===== config.mk =====
export PLATFORM = sky130hd
export DESIGN_NAME = line_brownout_qualifier
export DESIGN_NICKNAME = d
export VERILOG_FILES = /design/src/rtl/lbq_pkg.sv /design/src/rtl/lbq_flag_hold.sv /design/src/rtl/lbq_persist_timer.sv /design/src/rtl/line_brownout_qualifier.sv
export SDC_FILE = /design/constraint.sdc
export NUM_CORES = 1
export LEC_CHECK = 0
export CORE_MARGIN = 2
export CORE_UTILIZATION = 50
export CTS_CLUSTER_DIAMETER = 40
export CTS_CLUSTER_SIZE = 10
export DETAILED_ROUTE_END_ITERATION = 8
export PLACE_DENSITY = 0.68
export SLEW_MARGIN = 40
export SYNTH_ARGS = -nofsm -noshare
export SYNTH_HDL_FRONTEND = slang
export SYNTH_SLANG_ARGS = --single-unit

===== constraint.sdc =====
create_clock -name clk -period 2.75 [get_ports clk]
set_input_delay 0.4125 -clock clk [delete_from_list [all_inputs] [get_ports clk]]
set_output_delay 0.4125 -clock clk [all_outputs]
set_load 0.005 [all_outputs]

===== src/rtl/lbq_pkg.sv =====
package lbq_pkg;

    typedef enum logic [1:0] {
        ST_WAIT  = 2'd0,
        ST_TEST  = 2'd1,
        ST_RUN   = 2'd2,
        ST_FAULT = 2'd3
    } lbq_state_e;

    typedef struct packed {
        lbq_state_e state;
        logic [1:0] pcnt;
        logic       ss;
    } lbq_fsm_t;

endpackage


===== src/rtl/lbq_flag_hold.sv =====
// Sample-and-hold of comparator flags; the current view is the live
// flags on a strobe and the held copy otherwise.
module lbq_flag_hold #(
    parameter int unsigned NF = 2
) (
    input  logic          clk,
    input  logic          rst_n,
    input  logic          clr_i,
    input  logic          stb_i,
    input  logic [NF-1:0] flag_i,
    output logic [NF-1:0] cur_o
);

    logic [NF-1:0] hold_d, hold_q;

    always_comb begin
        hold_d = hold_q;
        if (clr_i)
            hold_d = '0;
        else if (stb_i)
            hold_d = flag_i;
    end

    always_ff @(posedge clk) begin
        if (!rst_n)
            hold_q <= '0;
        else
            hold_q <= hold_d;
    end

    assign cur_o = stb_i ? flag_i : hold_q;

endmodule


===== src/rtl/lbq_persist_timer.sv =====
// Counts consecutive enabled cycles; done on the LIMIT-th one.
module lbq_persist_timer #(
    parameter int unsigned LIMIT = 16
) (
    input  logic clk,
    input  logic rst_n,
    input  logic en_i,
    output logic done_o
);

    localparam int unsigned TW = (LIMIT > 1) ? $clog2(LIMIT) : 1;

    logic [TW-1:0] cnt_d, cnt_q;

    assign done_o = en_i && (cnt_q == TW'(LIMIT - 1));

    always_comb begin
        if (!en_i)
            cnt_d = '0;
        else if (done_o)
            cnt_d = cnt_q;
        else
            cnt_d = cnt_q + TW'(1);
    end

    always_ff @(posedge clk) begin
        if (!rst_n)
            cnt_q <= '0;
        else
            cnt_q <= cnt_d;
    end

endmodule


===== src/rtl/line_brownout_qualifier.sv =====
module line_brownout_qualifier
    import lbq_pkg::*;
#(
    parameter int unsigned TRIP_CYC = 6_000_000
) (
    input  logic clk,
    input  logic rst_n,
    input  logic uvlo_evt_i,
    input  logic pulse_stb_i,
    input  logic above_run_i,
    input  logic below_stop_i,
    output logic ss_req_o,
    output logic run_o,
    output logic sw_stop_o,
    output logic bo_fault_o
);

    localparam int unsigned NFLAG     = 2;
    localparam logic [1:0]  LAST_PULSE = 2'd3;

    lbq_fsm_t    fsm_d, fsm_q;
    logic [NFLAG-1:0] cur_flags;
    logic        cur_above, cur_below;
    logic        tmr_en, tmr_done;

    lbq_flag_hold #(.NF(NFLAG)) u_hold (
        .clk    (clk),
        .rst_n  (rst_n),
        .clr_i  (uvlo_evt_i),
        .stb_i  (pulse_stb_i),
        .flag_i ({above_run_i, below_stop_i}),
        .cur_o  (cur_flags)
    );

    assign cur_above = cur_flags[1];
    assign cur_below = cur_flags[0];

    assign tmr_en = (fsm_q.state == ST_RUN) && cur_below && !uvlo_evt_i;

    lbq_persist_timer #(.LIMIT(TRIP_CYC)) u_tmr (
        .clk    (clk),
        .rst_n  (rst_n),
        .en_i   (tmr_en),
        .done_o (tmr_done)
    );

    always_comb begin
        fsm_d    = fsm_q;
        fsm_d.ss = 1'b0;
        if (uvlo_evt_i) begin
            fsm_d.state = ST_TEST;
            fsm_d.pcnt  = '0;
        end else begin
            unique case (fsm_q.state)
                ST_WAIT: ;
                ST_TEST: begin
                    if (pulse_stb_i) begin
                        if (fsm_q.pcnt == '0) begin
                            fsm_d.pcnt = 2'd1;
                        end else if (cur_above) begin
                            fsm_d.state = ST_RUN;
                            fsm_d.pcnt  = '0;
                            fsm_d.ss    = 1'b1;
                        end else if (fsm_q.pcnt == LAST_PULSE) begin
                            fsm_d.state = ST_WAIT;
                            fsm_d.pcnt  = '0;
                        end else begin
                            fsm_d.pcnt = fsm_q.pcnt + 2'd1;
                        end
                    end
                end
                ST_RUN: begin
                    if (tmr_done)
                        fsm_d.state = ST_FAULT;
                end
                ST_FAULT: ;
                default: fsm_d.state = ST_WAIT;
            endcase
        end
    end

    always_ff @(posedge clk) begin
        if (!rst_n)
            fsm_q <= '{state: ST_WAIT, pcnt: 2'd0, ss: 1'b0};
        else
            fsm_q <= fsm_d;
    end

    assign ss_req_o   = fsm_q.ss;
    assign run_o      = (fsm_q.state == ST_RUN);
    assign sw_stop_o  = (fsm_q.state == ST_WAIT) || (fsm_q.state == ST_FAULT);
    assign bo_fault_o = (fsm_q.state == ST_FAULT);

endmodule


==> flow_summary.ini, run 1 <==
[clock_network]
clk_latency_ns = 0.33
numCtsBuffers = 5
clock_path_buffers = 2
cts-root-buf = clkbuf_4
cts_tree = yes
cts_resized = 0
cts_setup_buffers = 0
htreeDepth = 2
clkTransAtPathRegs_ns = 0.10
cts-hold-fix-buffers = 0
clock_sinks = 30

[timing]
fin_ws_ns = 0.451
hold_viol = 0
report.final.setup_viol = 0
fmax_mhz = 435
slew_headroom = 0.527
tightest_slew_ns = 0.704
maxSlewViolCount = 0
period_share = 0.836
finClkSkew_ns = 0.0136
rsz0062_at_grt = no
final.setup.tns_ns = 0
post-route-min-period_ns = 2.30

[yosys]
syn_nets = 175
netlist-cell-type-count = 37
synth_top_family_by_area = simple AND/OR/NAND/NOR gates
synth-compound-area-share = 0.0851
synth_xor_area_frac = 0.128
synth-simple-area-share = 0.280
yosys_warnings = 0
synth_edf_count = 0
yosysSeqAreaShare = 0.417
synth_cells = 163
synth-adder-area-share = 0.0521
synth.avg_cell_area_um2 = 8.84
synthArstFlopShare = 0
netlist_area_um2 = 1440
ys.flop_type = dfxtp_1
ys_ff_latch = 30
muxShareOfSynthArea = 0.00695

[placed_design]
dpl.hpwl_mm = 1.99
io_buffers = 9
place_ws_ns = 0.242
gp_congestion = 0.803

[pwr]
leakagePower_nw = 0.532
p_clk_frac = 0.415
switching_power_mw = 0.178
ir_drop_uv = 557
p_comb_frac = 0.052
powerDensity_nw_per_um2 = 498
seqPwrFrac = 0.533
p_int_mw = 0.649
switching_share = 0.216

[floorplan]
die_area_um2 = 3330
num_io_pins = 10
core_region_area_um2 = 2760
die_y_um = 57.7
std_cell_rows = 19
start_util = 0.522
die_w_um = 57.7

[worst_hold_path]
hp-class = register to register
hold_depth = 2

[final_layout]
multi_input_area_um2 = 795
areaGrowthSynthToFinish_pct = 15.4
final_common_cell = dfxtp_1
regArea_um2 = 601
nFillCells = 262
antenna_cells = 0
final_cell_mix = 30 x dfxtp_1, 28 x nor2_1, 12 x xnor2_1, 10 x inv_1, 10 x nand2_1
nets = 192
drive_above_1_share = 0.105

[routing]
drc = 0
drtAntennaViolNets = 0
routed_wirelength_mm = 2.71
via_per_inst = 5.50
first_pass_iters = 5
drtIter0Drc = 32
wire_per_inst_um = 12.8
vias = 1165

[grt]
grt-ovfl-total = 0
grt_pass1_vias = 1129
grt_usage = 0.190
grt_max_degree = 23
grt_pass1_wl_mm = 4.78
antenna_found_initial = 0

[worst_setup_path]
critPathMaxStageDelay_ns = 0.50
endpoint_kind = register
worst_setup_path_start_kind = register
cpMaxStageDelayCell = or4b_1
critical_path_arrival_ns = 2.52
critical_path_class = register to register
cp.required_ns = 2.97
cp_cell_sequence = inv_1 -> ha_1 -> or4b_1 -> nor4_4 -> a21oi_1 -> o311a_1
critPathMaxFanout = 9
reg2reg_depth = 6

[run]
drv_cap = 0

[status]
status = complete, no violations
critical path: cells and delay by family, from the launching register on:
family	cells	cell delay [ns]
AOI/OAI and AO/OA	2	0.54
adders and majority gates	1	0.26
buffers and inverters	1	0.07
DFF	1	0.36
and+or+nand+nor	2	0.97
per-stage QoR:
| step | instances | power, mW | area [µm²] | hold slack [ns] | utilization |
|---|---|---|---|---|---|
| 2_1_floorplan | 163 | 0.474 | 1440 | 0.464 | - |
| 3_3_place_gp | 204 | 0.492 | 1580 | 0.494 | 0.574 |
| 3_5_place_dp | 204 | 0.494 | 1580 | 0.496 | 0.574 |
| 4_1_cts | 212 | 0.835 | 1660 | 0.517 | 0.603 |
| 5_1_grt | 212 | 0.856 | 1660 | 0.538 | 0.603 |
| 6_report | 212 | 0.827 | 1660 | 0.522 | 0.603 |
Yosys cell counts (2+ instances only):
cell / count / area, µm²
nor2b_1: 2 / 12.5
inv_1: 10 / 37.5
nor3_1: 4 / 20.0
clkbuf_1: 2 / 7.51
ha_1: 6 / 75.1
xor2_1: 9 / 78.8
and3_1: 2 / 12.5
nand4_1: 7 / 43.8
nand2_1: 10 / 37.5
a211oi_1: 4 / 30.0
xnor2_1: 12 / 105
nor4_1: 2 / 12.5
dfxtp_1: 30 / 601
nand3_1: 8 / 40.0
a21oi_1: 6 / 30.0
nor2_1: 28 / 105
power groups by stage:
stage | registers [mW] | clock network [mW] | logic (mW)
final | 0.440 | 0.343 | 0.0433
after global routing | 0.441 | 0.367 | 0.0479
after CTS | 0.440 | 0.352 | 0.0436
after detailed placement | 0.450 | 0 | 0.0434
after global placement | 0.450 | 0 | 0.0417
after floorplan | 0.450 | 0 | 0.0245
final timing paths:
kind	start	endpoint	slack (ns)
setup / recovery	fsm_q[3]	fsm_q[3]	0.45
hold / removal	fsm_q[1]	fsm_q[1]	0.52
setup reg to reg	fsm_q[3]	fsm_q[3]	0.45
hold reg to reg	fsm_q[1]	fsm_q[1]	0.52
state kept, by name, summed over array words and instances (netlist names):
signal / flops
u_tmr.cnt_q: 23
u_hold.hold_q: 2
fsm_q: 4
ss_req_o: 1
layout make-up:
type	count	area share
Clock buffer	5	0.0226
Tap cell	31	0.0233
Multi-Input combinational cell	121	0.478
Clock inverter	3	0.0241
Timing Repair Buffer	12	0.0678
Inverter	10	0.0226
Sequential cell	30	0.361
per-layer routing:
metal,track usage,part of all wire,vias to the layer above
li1,-,-,601
met1,0.224,0.48,550
met2,0.308,0.47,10
met3,0.0625,0.031,4
met4,0.0997,0.019,0
met5,0,0,-
logic make-up (layout without fill, tap and decap cells):
family / Yosys count / after routing
compound gates: 18 / 18
fa+ha+maj: 6 / 6
flops: 30 / 30
xor+xnor: 21 / 21
mux: 1 / 1
buf+inv: 12 / 30
simple gates: 75 / 75
No activity file was read; power rests on OpenSTA's default activity.
==> run 2: changes to the inputs <==
Clock period 2.75 ns to 2.38 ns, I/O delays scaled along.
==> flow_summary.ini, run 2 (synthesis results as in run 1) <==
[status]
status = complete, no violations

[timing]
fmax_mhz = 456
post-route-min-period_ns = 2.19
period_share = 0.921
rsz0062_at_grt = no
report.final.setup_viol = 0
maxSlewViolCount = 0
finClkSkew_ns = 0.0125
whs_ns = 0.525
final.setup.tns_ns = 0
hold_viol = 0
slew_headroom = 0.636
tightest_slew_ns = 0.541

[final_layout]
antenna_cells = 0
areaGrowthSynthToFinish_pct = 16.2
nets = 196
largestRegisters = u_tmr.cnt_q x23, fsm_q x4, u_hold.hold_q x2
drive_above_1_share = 0.119
final_common_cell = dfxtp_1
final_cell_mix = 30 x dfxtp_1, 28 x nor2_1, 12 x xnor2_1, 10 x inv_1, 10 x nand2_1
largest_register_ffs = 23
top_register = u_tmr.cnt_q

[placed_design]
dpl.hpwl_mm = 1.99
io_buffers = 9
gp_congestion = 0.781

[floorplan]
num_io_pins = 10
die_y_um = 57.7
std_cell_rows = 19
start_util = 0.522
die_w_um = 57.7
die_area_um2 = 3330
core_region_area_um2 = 2760

[grt]
grt_pass1_vias = 1115
grt_max_degree = 23
grt-ovfl-total = 0
grt_pass1_wl_mm = 4.61
antenna_found_initial = 0
grt_usage = 0.185

[clock_network]
numCtsBuffers = 5
clock_path_buffers = 2
cts-root-buf = clkbuf_4
cts-hold-fix-buffers = 0
clock_sinks = 30
clk_latency_ns = 0.34
htreeDepth = 2
cts_tree = yes
clkTransAtPathRegs_ns = 0.09
cts_setup_buffers = 0
cts_resized = 0

[worst_hold_path]
hp-class = register to register

[worst_setup_path]
critical_path_arrival_ns = 2.42
critical_path_class = register to register
cp.required_ns = 2.61
critPathMaxFanout = 6
worst_setup_path_start_kind = register
endpoint_kind = register

[routing]
wire_per_inst_um = 12.8
drc = 0
via_per_inst = 5.52
first_pass_iters = 4
drtAntennaViolNets = 0
drtIter0Drc = 42
vias = 1192
routed_wirelength_mm = 2.76

[pwr]
powerDensity_nw_per_um2 = 525
ir_drop_uv = 507
leakagePower_nw = 0.542

[run]
drv_cap = 0
[run 2: final timing paths]
path                    endpoint  slack, ns  cells after the start      startpoint
setup / recovery        fsm_q[3]       0.19                      6        fsm_q[3]
setup reg to reg        fsm_q[3]       0.19                      6        fsm_q[3]
hold reg to reg   u_tmr.cnt_q[2]       0.52                      1  u_tmr.cnt_q[2]
hold / removal    u_tmr.cnt_q[2]       0.52                      1  u_tmr.cnt_q[2]
[run 2: power by group]
part | internal [mW] | switching [mW]
Combinational | 0.0273 | 0.0241
Clock | 0.143 | 0.176
Sequential | 0.505 | 0.00320
Total | 0.676 | 0.203
[run 2: layout make-up]
class / instances / area (µm²)
flip-flops and latches: 30 / 601
inverters: 10 / 37.5
repair buffers: 16 / 143
fillers: 244 / 1080
well taps: 31 / 38.8
clock buffers: 7 / 55.1
multi-input cells: 121 / 795
clock inverters: 1 / 5.00
[run 2: through the flow]
| stage | cell area, µm² | power (mW) | setup WS (ns) | utilization | cells |
|---|---|---|---|---|---|
| detailed placement | 1610 | 0.572 | 0.0641 | 0.585 | 208 |
| finish | 1670 | 0.879 | 0.188 | 0.607 | 216 |
| floorplan | 1440 | 0.548 | 0.302 | - | 163 |
| global placement | 1610 | 0.570 | 0.121 | 0.585 | 208 |
| CTS | 1670 | 0.889 | 0.186 | 0.607 | 216 |
| global route | 1670 | 0.913 | 0.0391 | 0.607 | 216 |
[run 2: critical path, cell delays in order (launching register included)]
cell and delay (ns):
dfxtp_1 0.36, inv_1 0.07, ha_1 0.26, or4b_1 0.50, nor4_4 0.40, a21oi_1 0.15, o311a_1 0.35
[run 2: metal layers]
layer,part of all wire,GRT usage,vias to the layer above,wire [µm]
met1,0.50,0.223,569,1380
li1,-,-,603,-
met5,0,0,-,0
met4,0.016,0.116,0,44
met3,0.030,0.0536,6,82
met2,0.46,0.289,14,1260
==> run 3: changes to the inputs <==
Settings changed: CORE_ASPECT_RATIO set to 0.5.
==> flow_summary.ini, run 3 (synthesis results as in run 1) <==
[status]
status = complete, no violations

[routing]
drtIter0Drc = 104
via_per_inst = 5.36
routed_wirelength_mm = 2.83
drtAntennaViolNets = 0
wire_per_inst_um = 12.9
drc = 0
first_pass_iters = 4
vias = 1179

[final_layout]
multi_input_area_um2 = 795
regArea_um2 = 601
nets = 196
post-route-util = 0.639
areaGrowthSynthToFinish_pct = 18.3
largestRegisters = u_tmr.cnt_q x23, fsm_q x4, u_hold.hold_q x2
largest_register_ffs = 23
nFillCells = 238
top_register = u_tmr.cnt_q
final_common_cell = dfxtp_1
final_cell_mix = 30 x dfxtp_1, 28 x nor2_1, 12 x xnor2_1, 10 x inv_1, 10 x nand2_1
drive_above_1_share = 0.115
antenna_cells = 0

[pwr]
p_clk_frac = 0.420
seqPwrFrac = 0.527
switching_power_mw = 0.211
switching_share = 0.218
leakagePower_nw = 0.551
p_int_mw = 0.755
ir_drop_uv = 397
p_comb_frac = 0.053
powerDensity_nw_per_um2 = 567

[timing]
rsz0062_at_grt = no
slew_headroom = 0.658
period_share = 0.848
report.final.setup_viol = 0
tightest_slew_ns = 0.509
post-route-min-period_ns = 2.02
maxSlewViolCount = 0
finClkSkew_ns = 0.00262
final.setup.tns_ns = 0
hold_viol = 0
fmax_mhz = 495

[grt]
grt-ovfl-total = 0
grt_pass1_wl_mm = 4.92
grt_max_degree = 23
grt_usage = 0.193
grt_pass1_vias = 1076
antenna_found_initial = 0

[clock_network]
numCtsBuffers = 5
cts_resized = 0
cts-root-buf = clkbuf_8
clkTransAtPathRegs_ns = 0.06
clock_sinks = 30
clk_latency_ns = 0.28
cts-hold-fix-buffers = 0
cts_setup_buffers = 0
clock_path_buffers = 2
htreeDepth = 2
cts_tree = yes

[worst_setup_path]
cp_cell_sequence = clkdlybuf4s50_1 -> or4b_1 -> nor4_4 -> buf_4 -> a21oi_1 -> o311a_1
worst_setup_path_start_kind = input pin
critPathMaxStageDelay_ns = 0.54
critical_path_arrival_ns = 2.19
critical_path_class = input pin to register
critPathMaxFanout = 9
cp.required_ns = 2.55
endpoint_kind = register
cpMaxStageDelayCell = or4b_1

[placed_design]
dpl.hpwl_mm = 2.02
gp_congestion = 0.754
io_buffers = 9

[floorplan]
core_region_area_um2 = 2670
std_cell_rows = 13
num_io_pins = 10
die_area_um2 = 3350
die_y_um = 42.0
start_util = 0.540
die_w_um = 79.9

[run]
drv_cap = 0

[worst_hold_path]
hp-class = register to register
==> run 3: changes by cell type in the layout (fill, tap and decap cells not counted) <==
cell,previous run,this run
clkbuf_1,1,0
clkinv_2,1,0
clkbuf_4,5,0
clkbuf_8,1,6
==> run 3: layout make-up <==
type / instances / area share
repair buffers: 16 / 0.0837
clock buffers: 6 / 0.0485
flip-flops and latches: 30 / 0.352
well taps: 37 / 0.0272
inverters: 10 / 0.0220
multi-input cells: 121 / 0.466
==> run 3: power groups by stage <==
stage	logic, mW	clock network (mW)	registers (mW)
after CTS	0.0512	0.409	0.509
after detailed placement	0.0508	0	0.520
after floorplan	0.0283	0	0.519
final	0.0513	0.405	0.509
after global routing	0.0570	0.434	0.509
after global placement	0.0492	0	0.520
==> run 3: per-layer routing <==
metal	track usage	share of wire	vias up	wire length, µm
li1	-	-	603	-
met2	0.257	0.41	34	1160
met5	0	0	-	0
met4	0.0847	0.011	0	30
met3	0.0739	0.065	4	185
met1	0.274	0.52	538	1460
==> run 3: per-stage QoR <==
step / cells / setup slack [ns] / power, mW / instance area, µm² / hold slack (ns)
4_1_cts: 220 / 0.370 / 0.970 / 1700 / 0.506
3_3_place_gp: 214 / 0.124 / 0.569 / 1620 / 0.497
5_1_grt: 220 / 0.263 / 1.00 / 1700 / 0.552
6_report: 220 / 0.361 / 0.966 / 1700 / 0.508
2_1_floorplan: 163 / 0.302 / 0.548 / 1440 / 0.464
3_5_place_dp: 214 / 0.0762 / 0.571 / 1620 / 0.498
==> run 3: final timing paths <==
| kind | slack, ns | depth (start not counted) | end | from |
|---|---|---|---|---|
| setup / recovery | 0.36 | 6 | fsm_q[3] | uvlo_evt_i |
| hold / removal | 0.51 | 2 | u_tmr.cnt_q[1] | u_tmr.cnt_q[1] |
| setup reg to reg | 0.37 | 7 | fsm_q[3] | fsm_q[3] |
| hold reg to reg | 0.51 | 2 | u_tmr.cnt_q[1] | u_tmr.cnt_q[1] |
==> run 3: worst max-delay path: cells and delay by family <==
family / cells / cell delay (ns)
buffers and inverters: 2 / 0.65
AO/OA/AOI/OAI: 2 / 0.42
AND/OR/NAND/NOR: 2 / 0.76
